--- src/rtl/mbx_pkg.sv ---
package mbx_pkg;

  typedef enum logic [2:0] {
    REG_NONE,
    REG_POST,
    REG_STATUS,
    REG_ACK,
    REG_MASK,
    REG_ACKED
  } reg_sel_e;

  // Word indexes inside the window (byte offset / 4)
  localparam int unsigned WORD_POST   = 0;
  localparam int unsigned WORD_STATUS = 1;
  localparam int unsigned WORD_ACK    = 2;
  localparam int unsigned WORD_MASK   = 3;
  localparam int unsigned WORD_ACKED  = 4;

  function automatic reg_sel_e word_to_sel(input logic [15:0] word);
    reg_sel_e s;
    case (word)
      16'(WORD_POST):   s = REG_POST;
      16'(WORD_STATUS): s = REG_STATUS;
      16'(WORD_ACK):    s = REG_ACK;
      16'(WORD_MASK):   s = REG_MASK;
      16'(WORD_ACKED):  s = REG_ACKED;
      default:          s = REG_NONE;
    endcase
    return s;
  endfunction

  // Next value of one channel's {pending, acked} pair.
  // Posting dominates acknowledging; an acknowledge only counts when pending.
  function automatic logic [1:0] chan_next(input logic post, input logic ack,
                                           input logic pend, input logic acked);
    logic [1:0] nxt;
    if (post)             nxt = 2'b10;
    else if (ack && pend) nxt = 2'b01;
    else                  nxt = {pend, acked};
    return nxt;
  endfunction

endpackage

--- src/rtl/mbx_decode.sv ---
module mbx_decode
  import mbx_pkg::*;
#(
  parameter int unsigned ADDR_W   = 24,
  parameter int unsigned WIN_BITS = 10,
  parameter logic [ADDR_W-1:0] BASE = 24'h300800
) (
  input  logic [ADDR_W-1:0] addr,
  input  logic              wr,
  input  logic              rd,
  output logic              hit,
  output reg_sel_e          sel,
  output logic              wr_post,
  output logic              wr_ack,
  output logic              wr_mask,
  output logic              rd_en
);
  localparam int unsigned IDX_W = WIN_BITS - 2;

  logic [IDX_W-1:0] word_idx;
  logic             unused_lo;

  assign unused_lo = ^addr[1:0];
  assign word_idx  = addr[WIN_BITS-1:2];
  assign hit       = (addr[ADDR_W-1:WIN_BITS] == BASE[ADDR_W-1:WIN_BITS]);

  always_comb begin
    if (hit) sel = word_to_sel(16'(word_idx));
    else     sel = REG_NONE;
  end

  assign wr_post = wr && (sel == REG_POST);
  assign wr_ack  = wr && (sel == REG_ACK);
  assign wr_mask = wr && (sel == REG_MASK);
  assign rd_en   = rd && hit;

endmodule

--- src/rtl/mbx_chan_bank.sv ---
module mbx_chan_bank
  import mbx_pkg::*;
#(
  parameter int unsigned N = 8
) (
  input  logic         clk,
  input  logic         rst_n,
  input  logic [N-1:0] post_vec,
  input  logic [N-1:0] ack_vec,
  output logic [N-1:0] pending,
  output logic [N-1:0] acked
);
  for (genvar k = 0; k < N; k++) begin : g_chan
    logic [1:0] nxt;
    assign nxt = chan_next(post_vec[k], ack_vec[k], pending[k], acked[k]);
    always_ff @(posedge clk or negedge rst_n) begin
      if (!rst_n) begin
        pending[k] <= 1'b0;
        acked[k]   <= 1'b0;
      end else begin
        pending[k] <= nxt[1];
        acked[k]   <= nxt[0];
      end
    end
  end

endmodule

--- src/rtl/mbx_irq_gen.sv ---
module mbx_irq_gen #(
  parameter int unsigned N = 8,
  parameter logic [N-1:0] MASK_RST = '1
) (
  input  logic         clk,
  input  logic         rst_n,
  input  logic         mask_we,
  input  logic [N-1:0] mask_wdata,
  input  logic [N-1:0] pending,
  output logic [N-1:0] mask_q,
  output logic         irq
);
  always_ff @(posedge clk or negedge rst_n) begin
    if (!rst_n)       mask_q <= MASK_RST;
    else if (mask_we) mask_q <= mask_wdata;
  end

  assign irq = |(pending & mask_q);

endmodule

--- src/rtl/mbx_ipc.sv ---
module mbx_ipc
  import mbx_pkg::*;
#(
  parameter int unsigned N        = 8,
  parameter int unsigned ADDR_W   = 24,
  parameter int unsigned DATA_W   = 32,
  parameter int unsigned WIN_BITS = 10,
  parameter logic [ADDR_W-1:0] BASE = 24'h300800
) (
  input  logic              clk,
  input  logic              rst_n,
  input  logic [ADDR_W-1:0] bus_addr,
  input  logic              bus_wr,
  input  logic              bus_rd,
  input  logic [DATA_W-1:0] bus_wdata,
  input  logic [N-1:0]      evt_post,
  output logic [DATA_W-1:0] bus_rdata,
  output logic              irq
);
  logic          hit;
  reg_sel_e      sel;
  logic          wr_post, wr_ack, wr_mask, rd_en;
  logic [N-1:0]  post_vec, ack_vec;
  logic [N-1:0]  pending, acked, mask_q;
  logic [N-1:0]  wfield;
  logic          unused_wd;

  assign wfield    = bus_wdata[N-1:0];
  assign unused_wd = ^bus_wdata[DATA_W-1:N];

  mbx_decode #(.ADDR_W(ADDR_W), .WIN_BITS(WIN_BITS), .BASE(BASE)) u_dec (
    .addr(bus_addr), .wr(bus_wr), .rd(bus_rd), .hit(hit), .sel(sel),
    .wr_post(wr_post), .wr_ack(wr_ack), .wr_mask(wr_mask), .rd_en(rd_en)
  );

  assign post_vec = (wr_post ? wfield : '0) | evt_post;
  assign ack_vec  = wr_ack ? wfield : '0;

  mbx_chan_bank #(.N(N)) u_bank (
    .clk(clk), .rst_n(rst_n), .post_vec(post_vec), .ack_vec(ack_vec),
    .pending(pending), .acked(acked)
  );

  mbx_irq_gen #(.N(N)) u_irq (
    .clk(clk), .rst_n(rst_n), .mask_we(wr_mask), .mask_wdata(wfield),
    .pending(pending), .mask_q(mask_q), .irq(irq)
  );

  always_comb begin
    bus_rdata = '0;
    if (rd_en) begin
      case (sel)
        REG_STATUS: bus_rdata = DATA_W'(pending);
        REG_MASK:   bus_rdata = DATA_W'(mask_q);
        REG_ACKED:  bus_rdata = DATA_W'(acked);
        default:    bus_rdata = '0;
      endcase
    end
  end

endmodule

--- config.mk ---
export PLATFORM = sky130hd
export DESIGN_NAME = mbx_ipc
export DESIGN_NICKNAME = d
export VERILOG_FILES = /design/src/rtl/mbx_pkg.sv /design/src/rtl/mbx_decode.sv /design/src/rtl/mbx_chan_bank.sv /design/src/rtl/mbx_irq_gen.sv /design/src/rtl/mbx_ipc.sv
export SDC_FILE = /design/constraint.sdc
export NUM_CORES = 1
export LEC_CHECK = 0
export BUFFER_PORTS_ARGS = -buffer_cell sky130_fd_sc_hd__buf_2
export CAP_MARGIN = 20
export CORE_MARGIN = 10
export CORE_UTILIZATION = 40
export DETAILED_ROUTE_END_ITERATION = 16
export PLACE_DENSITY = 0.77
export SLEW_MARGIN = 10
export SYNTH_ARGS = -nofsm -noshare
export SYNTH_HDL_FRONTEND = slang
export SYNTH_SLANG_ARGS = --single-unit
--- constraint.sdc ---
create_clock -name clk -period 1.5 [get_ports clk]
set_input_delay 0.075 -clock clk [delete_from_list [all_inputs] [get_ports clk]]
set_output_delay 0.075 -clock clk [all_outputs]
set_load 0.01 [all_outputs]
==> results of run 1 <==
## power by group through the flow
stage               Combinational [uW]  Clock (uW)  Sequential (uW)
detailed placement                 183           0              660
finish                             214         410              648
floorplan                          108           0              660
CTS                                205         408              648
global route                       234         435              648
global placement                   181           0              660
## cells by family (layout without fill, tap and decap cells)
family,after synthesis,count (layout)
buf+inv,40,100
mux,8,8
flops,24,24
simple gates,52,52
compound gates,56,56
other cells,1,24
## registers in the layout, indices dropped and copies added, names as in the netlist
name / count
u_bank.acked: 8
u_irq.mask_q: 8
u_bank.pending: 8
## path summary, 6_finish.rpt
kind | startpoint | to
max reg2reg | u_bank.pending[7]$_DFFE_PN0P_ | u_bank.acked[7]$_DFFE_PN0P_
max | bus_addr[10] | bus_rdata[3]
min in group asynchronous | rst_n | u_bank.pending[1]$_DFFE_PN0P_
max in group asynchronous | rst_n | u_irq.mask_q[5]$_DFFE_PN1P_
min | bus_wdata[6] | u_bank.acked[6]$_DFFE_PN0P_
min reg2reg | u_bank.pending[3]$_DFFE_PN0P_ | u_bank.pending[3]$_DFFE_PN0P_
## what timing repair did
item,CTS,global route
resized for setup,24,19
endpoints found under the hold margin,24,0
hold buffers,9,0
pin swaps,18,9
cloned,2,0
endpoints found under the setup margin,9,32
setup buffers,1,1
## routing by layer
metal	wire (um)	share of wire (%)	up-vias	track usage, %
li1	-	-	822	-
met1	2334	39	845	17.99
met2	2869	48	91	25.63
met3	651	11	12	5.441
met4	127	2.1	0	4.124
met5	0	0	-	0
## final cells by class
| class | instances | area [sq um] | share of cell area [%] |
|---|---|---|---|
| clock buffer | 4 | 45.04 | 1.795 |
| inverter | 9 | 33.78 | 1.346 |
| multi-input combinational | 140 | 1132 | 45.11 |
| sequential | 24 | 610.6 | 24.33 |
| tap | 52 | 65.06 | 2.592 |
| timing repair buffer | 87 | 623.1 | 24.83 |
## synth_stat cells (all sizes together), types with 2 or more instances
cell type  number  area, sq um
a211oi         17        127.6
a221o           8        82.58
a22oi           4        30.03
a41oi           8        70.07
and2            8        50.05
buf            28        207.7
clkbuf          3        12.51
dfrtp          16        400.4
dfstp           8        210.2
inv             9        33.78
mux2            8        90.09
nand3          16        80.08
nand4           2        12.51
nor2            2        7.510
nor3           10        66.32
nor4            4        40.04
nor4bb          2        20.02
o21a            8        60.06
o21ai           9        45.04
## worst reg2reg max path: stages, from the launching register on
cell	delay (ns)
dfrtp_1	0.42
a41oi_1	0.15
a211oi_1	0.25
## stage by stage
stage	cells	hold slack, ns
2_1_floorplan	204	-0.2206
3_3_place_gp	299	0.09188
3_5_place_dp	299	0.09056
4_1_cts	315	0.002635
5_1_grt	316	0.01398
6_report	316	0.004322
==> reports/qor.yml, run 1 <==
status:
  outcome: "complete, but fails checks"
  violations: "setup timing"
sta:
  setup_slack_ns: -0.1437
  drv_slew: 0
  finalCritPeriodShare_pct: 109.6
  tightest_slew_ns: 0.5480
  finalCriticalPeriod_ns: 1.644
  tns_ns: -1.726
  rsz0062_at_grt: "true"
  setup_viol: 30
  slew_headroom_pct: 63.47
  skew_ns: 0.003201
  hold_violations: 0
  fmax_mhz: 608.4
die:
  core_sq_um: 4294
  dieArea_sq_um: 7438
  initial_core_util_pct: 40.88
  rows: 24
  ios: 101
  dieWidth_um: 86.25
  die_h_um: 86.25
clock_network:
  clock_path_buffers: 2
  cts_buffers: 3
  htreeDepth: 1
  clock_latency_ns: 0.27
  clkSlewWorstSetupHoldPaths_ns: 0.08
  cts_tree: "built"
  clock-sinks: 24
  root_buffer: "clkbuf_8"
global_routing:
  gr-usage-all-layers_pct: 15.27
  grt_first_pass_wirelength_um: 9446
  grt.overflow.total: 0
  antenna_found_initial: 0
  first_global_vias: 1871
  grt_start_max_net_pins: 25
drt:
  wl_per_cell_um: 18.93
  vias: 1770
  drtPass1Iterations: 4
  drcViolationCount: 0
  vias_per_cell: 5.601
  routed_wl_um: 5981
  dr.first_iter.drc_count: 152
  antenna_left: 0
placement:
  place_congestion: 0.7951
  dpl_cell_area_sq_um: 2166
  preCtsSetupSlack_ns: -0.2706
  numPortBuffers: 50
  dp_hpwl_um: 4133
worst_setup_path:
  crit_type: "in -> out"
  ff2ff_path_depth: 2
  cp_max_fo: 8
  cpPeakStageDelay_ns: 0.53
  cp_cell_sequence: "buf_6 > or4b_4 > nand4b_4 > clkbuf_16 > nor3_4 > o21a_1 > buf_2"
  cp_slowest_cell: "or4b_4"
  startpoint_type: "input pin"
  cp.depth: 7
  crit_required_ns: 1.42
  rrSetupSlack_ns: 0.59
  cp-end-kind: "primary output"
  path_buf_inv: 3
  cp_top_family: "simple AND/OR/NAND/NOR gates"
  crit_arrival_ns: 1.57
hold_path:
  hp-class: "in -> reg"
  whs_path_depth: 2
synth:
  synth_top_family_by_area: "compound AO/OA/AOI/OAI gates"
  ys_ff_latch: 24
  synth.distinct_cells: 38
  syn-cell-area_sq_um: 1755
  yosys_warnings: 0
  synth_compound_area_share_pct: 24.88
  ys.flop_type: "dfrtp_1"
  async_flop_share_pct: 100.0
  syn_inst: 181
  synth_edf_count: 0
  synth-simple-area-share_pct: 20.53
  synth_area_per_cell_sq_um: 9.699
  yosysSeqAreaShare_pct: 34.78
  synth-adder-area-share_pct: 0
  synth_mux_area_share_pct: 5.132
  synth_xor_area_share_pct: 0
pwr:
  p_int_uw: 931.0
  pwr-share-comb_pct: 16.8
  p_switching_uw: 341.1
  power_frac_seq_pct: 50.9
  swShare_pct: 26.81
  p_leak_uw: 0.001083
  peakVddDrop_uv: 365.1
  clockPowerShare_pct: 32.3
  fin_total_pwr_uw: 1272
  power_density_nw_per_um2: 506.9
finish:
  n_fill_cell: 368
  diodes: 0
  syn_to_final_growth_pct: 42.98
  drive_above_1_share_pct: 47.35
  final_cell_area_sq_um: 2510
  final_util_pct: 58.45
  final_common_cell: "buf_2"
  final_cell_mix: "buf_2, conb_1, buf_4"
  nets: 333
flow_run:
  maxCapViolCount: 0
(Power assumes the default switching activity.)
==> inputs of run 2 (changes only) <==
Settings changed: CAP_MARGIN 20 to 30, MAX_ROUTING_LAYER set to met4.
==> run 2 against run 1 <==
  * The flow still finishes with violations (setup timing)
  * Critical path depth is the same
  * Global-route usage grew 0.47 points
  * Clock power is essentially flat
  * Final cell count is the same
  * Power is essentially flat
  * Die area is the same
  * First-iteration DRC count shrank 12%
  * Critical path type unchanged
  * Largest cell class unchanged
  * Highest routed layer unchanged
==> reports/qor.yml, run 2 (same netlist as run 1, synthesis figures left out) <==
status:
  outcome: "complete, but fails checks"  # unchanged
  violations: "setup timing"  # unchanged
sta:
  hold_violations: 0  # unchanged
  setup_slack_ns: -0.1429  # was -0.1437 ns
  rsz0062_at_grt: "true"  # unchanged
  drv_slew: 0  # unchanged
  skew_ns: 0.005253  # was 0.003201 ns
  fmax_mhz: 608.7  # was 608.4 MHz
  fin_hold_ws_ns: 0.002712  # was 0.004322 ns
  finalCritPeriodShare_pct: 109.5  # was 109.6%
  tightest_slew_ns: 0.5432  # was 0.5480 ns
  setup_viol: 29  # was 30
  slew_headroom_pct: 63.78  # was 63.47%
  finalCriticalPeriod_ns: 1.643  # was 1.644 ns
finish:
  multi_input_area_sq_um: 1126  # was 1132 sq um
  diodes: 0  # unchanged
  syn_to_final_growth_pct: 42.62  # was 42.98%
  final_cell_mix: "buf_2, conb_1, buf_4"  # unchanged
  final_util_pct: 58.30  # was 58.45%
  reg.largest.list: "u_bank.acked (8), u_bank.pending (8), u_irq.mask_q (8)"  # unchanged
  nets: 333  # unchanged
  final_common_cell: "buf_2"  # unchanged
  seq_area_sq_um: 610.6  # unchanged
  n_fill_cell: 370  # was 368
  drive_above_1_share_pct: 47.35  # unchanged
die:
  dieWidth_um: 86.25  # unchanged
  dieArea_sq_um: 7438  # unchanged
  core_sq_um: 4294  # unchanged
  rows: 24  # unchanged
  ios: 101  # unchanged
  die_h_um: 86.25  # unchanged
  initial_core_util_pct: 40.88  # unchanged
hold_path:
  hp-class: "in -> reg"  # unchanged
  min-delay-start: "bus_wdata[6]"  # unchanged
pwr:
  p_leak_uw: 0.001083  # about the same
  power_density_nw_per_um2: 508.2  # was 506.9 nW/um^2
  fin_total_pwr_uw: 1272  # about the same
  peakVddDrop_uv: 366.2  # was 365.1 uV
clock_network:
  clock-sinks: 24  # unchanged
  root_buffer: "clkbuf_8"  # unchanged
  clock_path_buffers: 2  # unchanged
  cts_tree: "built"  # unchanged
  cts_buffers: 3  # unchanged
  clkSlewWorstSetupHoldPaths_ns: 0.08  # about the same
  clock_latency_ns: 0.28  # was 0.27 ns
  htreeDepth: 1  # unchanged
flow_run:
  maxCapViolCount: 0  # unchanged
worst_setup_path:
  cp_slowest_cell: "or4b_4"  # unchanged
  cp_cell_sequence: "buf_6 > or4b_4 > nand4b_4 > clkbuf_16 > nor3_4 > o21a_1 > buf_2"  # unchanged
  crit_type: "in -> out"  # unchanged
  startpoint_type: "input pin"  # unchanged
  ff2ff_path_depth: 2  # unchanged
  crit_arrival_ns: 1.57  # about the same
  cp-end-kind: "primary output"  # unchanged
  cp_max_fo: 8  # unchanged
  rrSetupSlack_ns: 0.58  # was 0.59 ns
  cpPeakStageDelay_ns: 0.53  # about the same
  crit_required_ns: 1.42  # about the same
  crit_start: "bus_addr[10]"  # unchanged
  timing.rr.start: "u_bank.pending[7]$_DFFE_PN0P_"  # unchanged
  r2r_end: "u_bank.acked[7]$_DFFE_PN0P_"  # unchanged
  cp-endpoint: "bus_rdata[3]"  # unchanged
placement:
  numPortBuffers: 50  # unchanged
  place_congestion: 0.8063  # was 0.7951
  dp_hpwl_um: 4133  # unchanged
drt:
  routed_wl_um: 5963  # was 5981 um
  antenna_left: 0  # unchanged
  wl_per_cell_um: 18.87  # was 18.93 um
  dr.first_iter.drc_count: 134  # was 152
  vias: 1777  # was 1,770
  vias_per_cell: 5.623  # was 5.601
  drcViolationCount: 0  # unchanged
  drtPass1Iterations: 4  # unchanged
global_routing:
  grt.overflow.total: 0  # unchanged
  gr-usage-all-layers_pct: 15.74  # was 15.27%
  grt_start_max_net_pins: 25  # unchanged
  grt_first_pass_wirelength_um: 9466  # was 9446 um
  first_global_vias: 1868  # was 1,871
  antenna_found_initial: 0  # unchanged
## run 2: cell counts in the layout (fill, tap and decap cells not counted)
No cell type changed its count.
## run 2: layout make-up
class	count	area share, %
multi-input cells	140	44.98
inverters	9	1.349
well taps	52	2.599
clock buffers	4	1.799
flip-flops and latches	24	24.39
repair buffers	87	24.89
## run 2: repair_timing
action,CTS,global route
resized for setup,24,18
pin swaps,18,11
hold endpoints to repair,24,0
cloned,2,0
hold buffers,9,0
buffers inserted,1,1
endpoints found under the setup margin,9,32
## run 2: worst min path at each step
stage / end / slack, ns / cells past startpoint
2_1_floorplan: u_bank.acked[0]$_DFFE_PN0P_ / -0.22 / 0
3_3_place_gp: u_bank.pending[1]$_DFFE_PN0P_ / 0.09 / 1
3_5_place_dp: u_bank.acked[7]$_DFFE_PN0P_ / 0.09 / 1
4_1_cts: u_bank.acked[6]$_DFFE_PN0P_ / 0.003 / 2
5_1_grt: u_bank.acked[5]$_DFFE_PN0P_ / 0.01 / 2
6_report: u_bank.acked[6]$_DFFE_PN0P_ / 0.003 / 2
## run 2: power by group
group	internal [uW]	switching (uW)	leakage, uW
logic	92.9	121	0.000796
registers	648	0.00273	0.000264
clock network	191	220	0.0000228
## run 2: per-layer routing
layer / part of all wire, % / vias up / GRT usage [%]
li1: - / 824 / -
met2: 49 / 86 / 25.56
met1: 40 / 860 / 18.55
met3: 10 / 7 / 4.784
met5: 0 / - / -
met4: 1.2 / 0 / 4.124
## run 2: stage by stage
step | cells | instance area (sq um) | worst slack (ns) | setup TNS, ns
2_1_floorplan | 204 | 1869 | -0.1657 | -3.258
3_3_place_gp | 299 | 2166 | -0.2512 | -6.708
3_5_place_dp | 299 | 2166 | -0.2706 | -6.939
4_1_cts | 315 | 2440 | -0.1614 | -2.398
5_1_grt | 316 | 2504 | -0.1861 | -2.898
6_report | 316 | 2504 | -0.1429 | -1.562
## run 2: critical path, delay by kind of cell
| kind | cells | cell delay, ns |
|---|---|---|
| AOI/OAI and AO/OA | 1 | 0.13 |
| and+or+nand+nor | 3 | 0.93 |
| buffers and inverters | 3 | 0.44 |
==> inputs of run 3 (changes only) <==
--- a/config.mk
+++ b/config.mk
@@ -9,5 +9,6 @@
 export CAP_MARGIN = 30
 export CORE_MARGIN = 10
-export CORE_UTILIZATION = 40
+export CORE_UTILIZATION = 39
+export CTS_CLUSTER_DIAMETER = 150
 export DETAILED_ROUTE_END_ITERATION = 16
 export MAX_ROUTING_LAYER = met4
@@ -16,3 +17,4 @@
 export SYNTH_ARGS = -nofsm -noshare
 export SYNTH_HDL_FRONTEND = slang
+export SYNTH_HIERARCHICAL = 1
 export SYNTH_SLANG_ARGS = --single-unit
==> constraint.sdc (replaced) <==
create_clock -name clk -period 1.5 [get_ports clk]
set_input_delay 0 -clock clk [delete_from_list [all_inputs] [get_ports clk]]
set_output_delay 0 -clock clk [all_outputs]
set_load 0.01 [all_outputs]
==> run 3 against run 2 <==
  * The run still ends with setup timing left
  * Power is 11% higher
  * First-iteration DRC count is 28% lower
  * Critical path type unchanged
  * Setup slack worse by 0.042 ns
  * Sequential share of layout area is 1.6 points higher
  * Die area is 3.5% lower
  * Clock skew is 0.0049 ns lower
  * Sequential cell count stayed put
  * Largest cell class unchanged
  * Synthesized cell count is 13% lower
  * Non-clock buffer count is 4 lower
==> reports/qor.yml, run 3 <==
status:
  outcome: "complete, but fails checks"  # unchanged
  violations: "setup timing"  # unchanged
worst_setup_path:
  crit_arrival_ns: 1.68  # was 1.57 ns
  crit_type: "in -> out"  # unchanged
  ff2ff_path_depth: 1  # was 2
  rrSetupSlack_ns: 0.76  # was 0.58 ns
  crit_required_ns: 1.50  # was 1.42 ns
  r2r_end: "u_irq/mask_q[4]$_DFFE_PN1P_"  # was u_bank.acked[7]$_DFFE_PN0P_
  cp-end-kind: "primary output"  # unchanged
  cp_max_fo: 5  # was 8
  crit_start: "bus_addr[12]"  # was bus_addr[10]
  timing.rr.start: "u_irq/mask_q[4]$_DFFE_PN1P_"  # was u_bank.pending[7]$_DFFE_PN0P_
  startpoint_type: "input pin"  # unchanged
global_routing:
  gr-usage-all-layers_pct: 13.06  # was 15.74%
  antenna_found_initial: 0  # unchanged
  grt.overflow.total: 0  # unchanged
  grt_use_met1_pct: 14.33  # was 18.55%
  met2_usage_pct: 22.99  # was 25.56%
  met3_usage_pct: 2.995  # was 4.784%
  grt_start_max_net_pins: 25  # unchanged
  grt_first_pass_wirelength_um: 7762  # was 9466 um
  grt.busiest_layer: "met2"  # unchanged
  first_global_vias: 1598  # was 1,868
finish:
  final_cell_mix: "buf_2, conb_1, a21o_1, dfrtp_1, dlygate4sd3_1"  # was buf_2, conb_1, buf_4
  stdcell_count: 290  # was 316
  reg.largest.list: "u_bank/acked (8), u_bank/pending (8), u_irq/mask_q (8)"  # was u_bank.acked (8), u_bank.pending (8), u_irq.mask_q (8)
  final_common_cell: "buf_2"  # unchanged
  syn_to_final_growth_pct: 43.72  # was 42.62%
  seq_area_sq_um: 610.6  # unchanged
  nets: 309  # was 333
  drive_above_1_share_pct: 45.83  # was 47.35%
  final_cell_area_sq_um: 2349  # was 2504 sq um
  diodes: 0  # unchanged
  n_fill_cell: 352  # was 370
  multi_input_area_sq_um: 987.2  # was 1126 sq um
die:
  dieArea_sq_um: 7179  # was 7438 sq um
  ios: 101  # unchanged
  rows: 23  # was 24
  dieWidth_um: 84.73  # was 86.25 um
  core_sq_um: 4029  # was 4294 sq um
  die_h_um: 84.73  # was 86.25 um
  initial_core_util_pct: 40.56  # was 40.88%
sta:
  rsz0062_at_grt: "true"  # unchanged
  finalCriticalPeriod_ns: 1.685  # was 1.643 ns
  skew_ns: 0.0003862  # was 0.005253 ns
  setup_slack_ns: -0.1848  # was -0.1429 ns
  setup_viol: 32  # was 29
  drv_slew: 0  # unchanged
  slew_headroom_pct: 64.73  # was 63.78%
  finalCritPeriodShare_pct: 112.3  # was 109.5%
  tightest_slew_ns: 0.5290  # was 0.5432 ns
  fmax_mhz: 593.6  # was 608.7 MHz
  hold_violations: 0  # unchanged
placement:
  dpl_cell_area_sq_um: 1959  # was 2166 sq um
  numPortBuffers: 50  # unchanged
  dp_hpwl_um: 3398  # was 4133 um
  dp_cells: 268  # was 299
  place_congestion: 0.8067  # was 0.8063
drt:
  vias_per_cell: 4.859  # was 5.623
  drtPass1Iterations: 4  # unchanged
  dr.first_iter.drc_count: 96  # was 134
  routed_wl_um: 4663  # was 5963 um
  drcViolationCount: 0  # unchanged
  wl_per_cell_um: 16.08  # was 18.87 um
  vias: 1409  # was 1,777
  antenna_left: 0  # unchanged
pwr:
  pwr-share-comb_pct: 14.1  # was 16.8%
  power_density_nw_per_um2: 600.6  # was 508.2 nW/um^2
  p_switching_uw: 313.9  # was 341.3 uW
  clockPowerShare_pct: 40.0  # was 32.3%
  swShare_pct: 22.26  # was 26.82%
  p_int_uw: 1097  # was 931.1 uW
  power_frac_seq_pct: 45.9  # was 50.9%
  p_leak_uw: 0.001067  # was 0.001083 uW
  peakVddDrop_uv: 364.9  # was 366.2 uV
clock_network:
  clock-sinks: 24  # unchanged
  cts_tree: "built"  # unchanged
  cts_buffers: 3  # unchanged
  clock_latency_ns: 0.27  # was 0.28 ns
  root_buffer: "clkbuf_8"  # unchanged
  clkSlewWorstSetupHoldPaths_ns: 0.08  # about the same
  htreeDepth: 1  # unchanged
  clock_path_buffers: 2  # unchanged
synth:
  yosys_warnings: 6  # was 0
  synth_area_per_cell_sq_um: 10.34  # was 9.699 sq um
  syn-cell-area_sq_um: 1634  # was 1755 sq um
  syn_inst: 158  # was 181
flow_run:
  maxCapViolCount: 0  # unchanged
hold_path:
  min-delay-start: "bus_wdata[1]"  # was bus_wdata[6]
  hold_end: "u_irq/mask_q[1]$_DFFE_PN1P_"  # was u_bank.acked[6]$_DFFE_PN0P_
  hp-class: "in -> reg"  # unchanged
  whs_path_depth: 2  # unchanged
==> run 3: cell count changes in the layout (fill, tap and decap cells not counted), sizes merged, moves of 9 or more <==
cell	before	now
nor2	2	12
nand3	16	0
o21ai	9	0
a21oi	0	9
buf	77	68
a211oi	17	0
a21o	0	16
==> run 3: critical path, cell delays in order <==
cell and delay [ns]:
buf_6 0.09, nor4_4 0.31, nand3b_4 0.16, a2111oi_4 0.33, buf_4 0.21, buf_12 0.12
mux2i_1 0.21, o2bb2ai_1 0.09, buf_2 0.16
==> run 3: worst max path at each step <==
stage	endpoint	slack, ns	depth (start not counted)
floorplan	bus_rdata[0]	0.04	5
global placement	u_irq/mask_q[7]$_DFFE_PN1P_	-0.20	7
detailed placement	u_bank/pending[0]$_DFFE_PN0P_	-0.25	9
CTS	bus_rdata[3]	-0.18	9
global route	bus_rdata[0]	-0.30	9
finish	bus_rdata[0]	-0.18	9
==> run 3: power groups by stage <==
stage	sequential [uW]	combinational [uW]	clock [uW]
2_1_floorplan	660	103	0
3_3_place_gp	660	141	0
3_5_place_dp	660	143	0
4_1_cts	648	189	579
5_1_grt	648	220	608
6_report	648	199	564
==> run 3: area by class of cell <==
type,count,share of cell area (%)
clock buffers,3,1.758
clock inverters,1,1.279
inverters,9,1.438
multi-input cells,120,42.04
flip-flops and latches,24,26.00
well taps,50,2.664
repair buffers,83,24.83
==> run 3: metal layers <==
| layer | vias up | wire length [um] |
|---|---|---|
| li1 | 676 | - |
| met1 | 684 | 1972 |
| met2 | 41 | 2385 |
| met3 | 8 | 207 |
| met4 | 0 | 97 |
| met5 | - | 0 |
==> run 3: metrics by stage <==
stage / total power, uW / hold WS, ns / TNS [ns] / util (%) / setup slack, ns
6_report: 1411 / 0.01656 / -2.402 / 58.29 / -0.1848
5_1_grt: 1475 / 0.01627 / -4.913 / 58.29 / -0.3026
4_1_cts: 1415 / 0.001407 / -1.163 / 56.77 / -0.1774
3_5_place_dp: 802.6 / 0.01040 / -6.198 / 48.63 / -0.2504
3_3_place_gp: 800.5 / 0.004796 / -5.201 / 48.63 / -0.1992
2_1_floorplan: 762.2 / -0.2956 / 0 / - / 0.04033
==> run 3: repair_timing <==
item                                    CTS  global route
buffers inserted                          3             2
endpoints found under the setup margin    8            32
hold endpoints to repair                 30             0
cloned                                    0             0
pin swaps                                 7             7
gates resized for setup                  12            15
hold buffers                             15             0
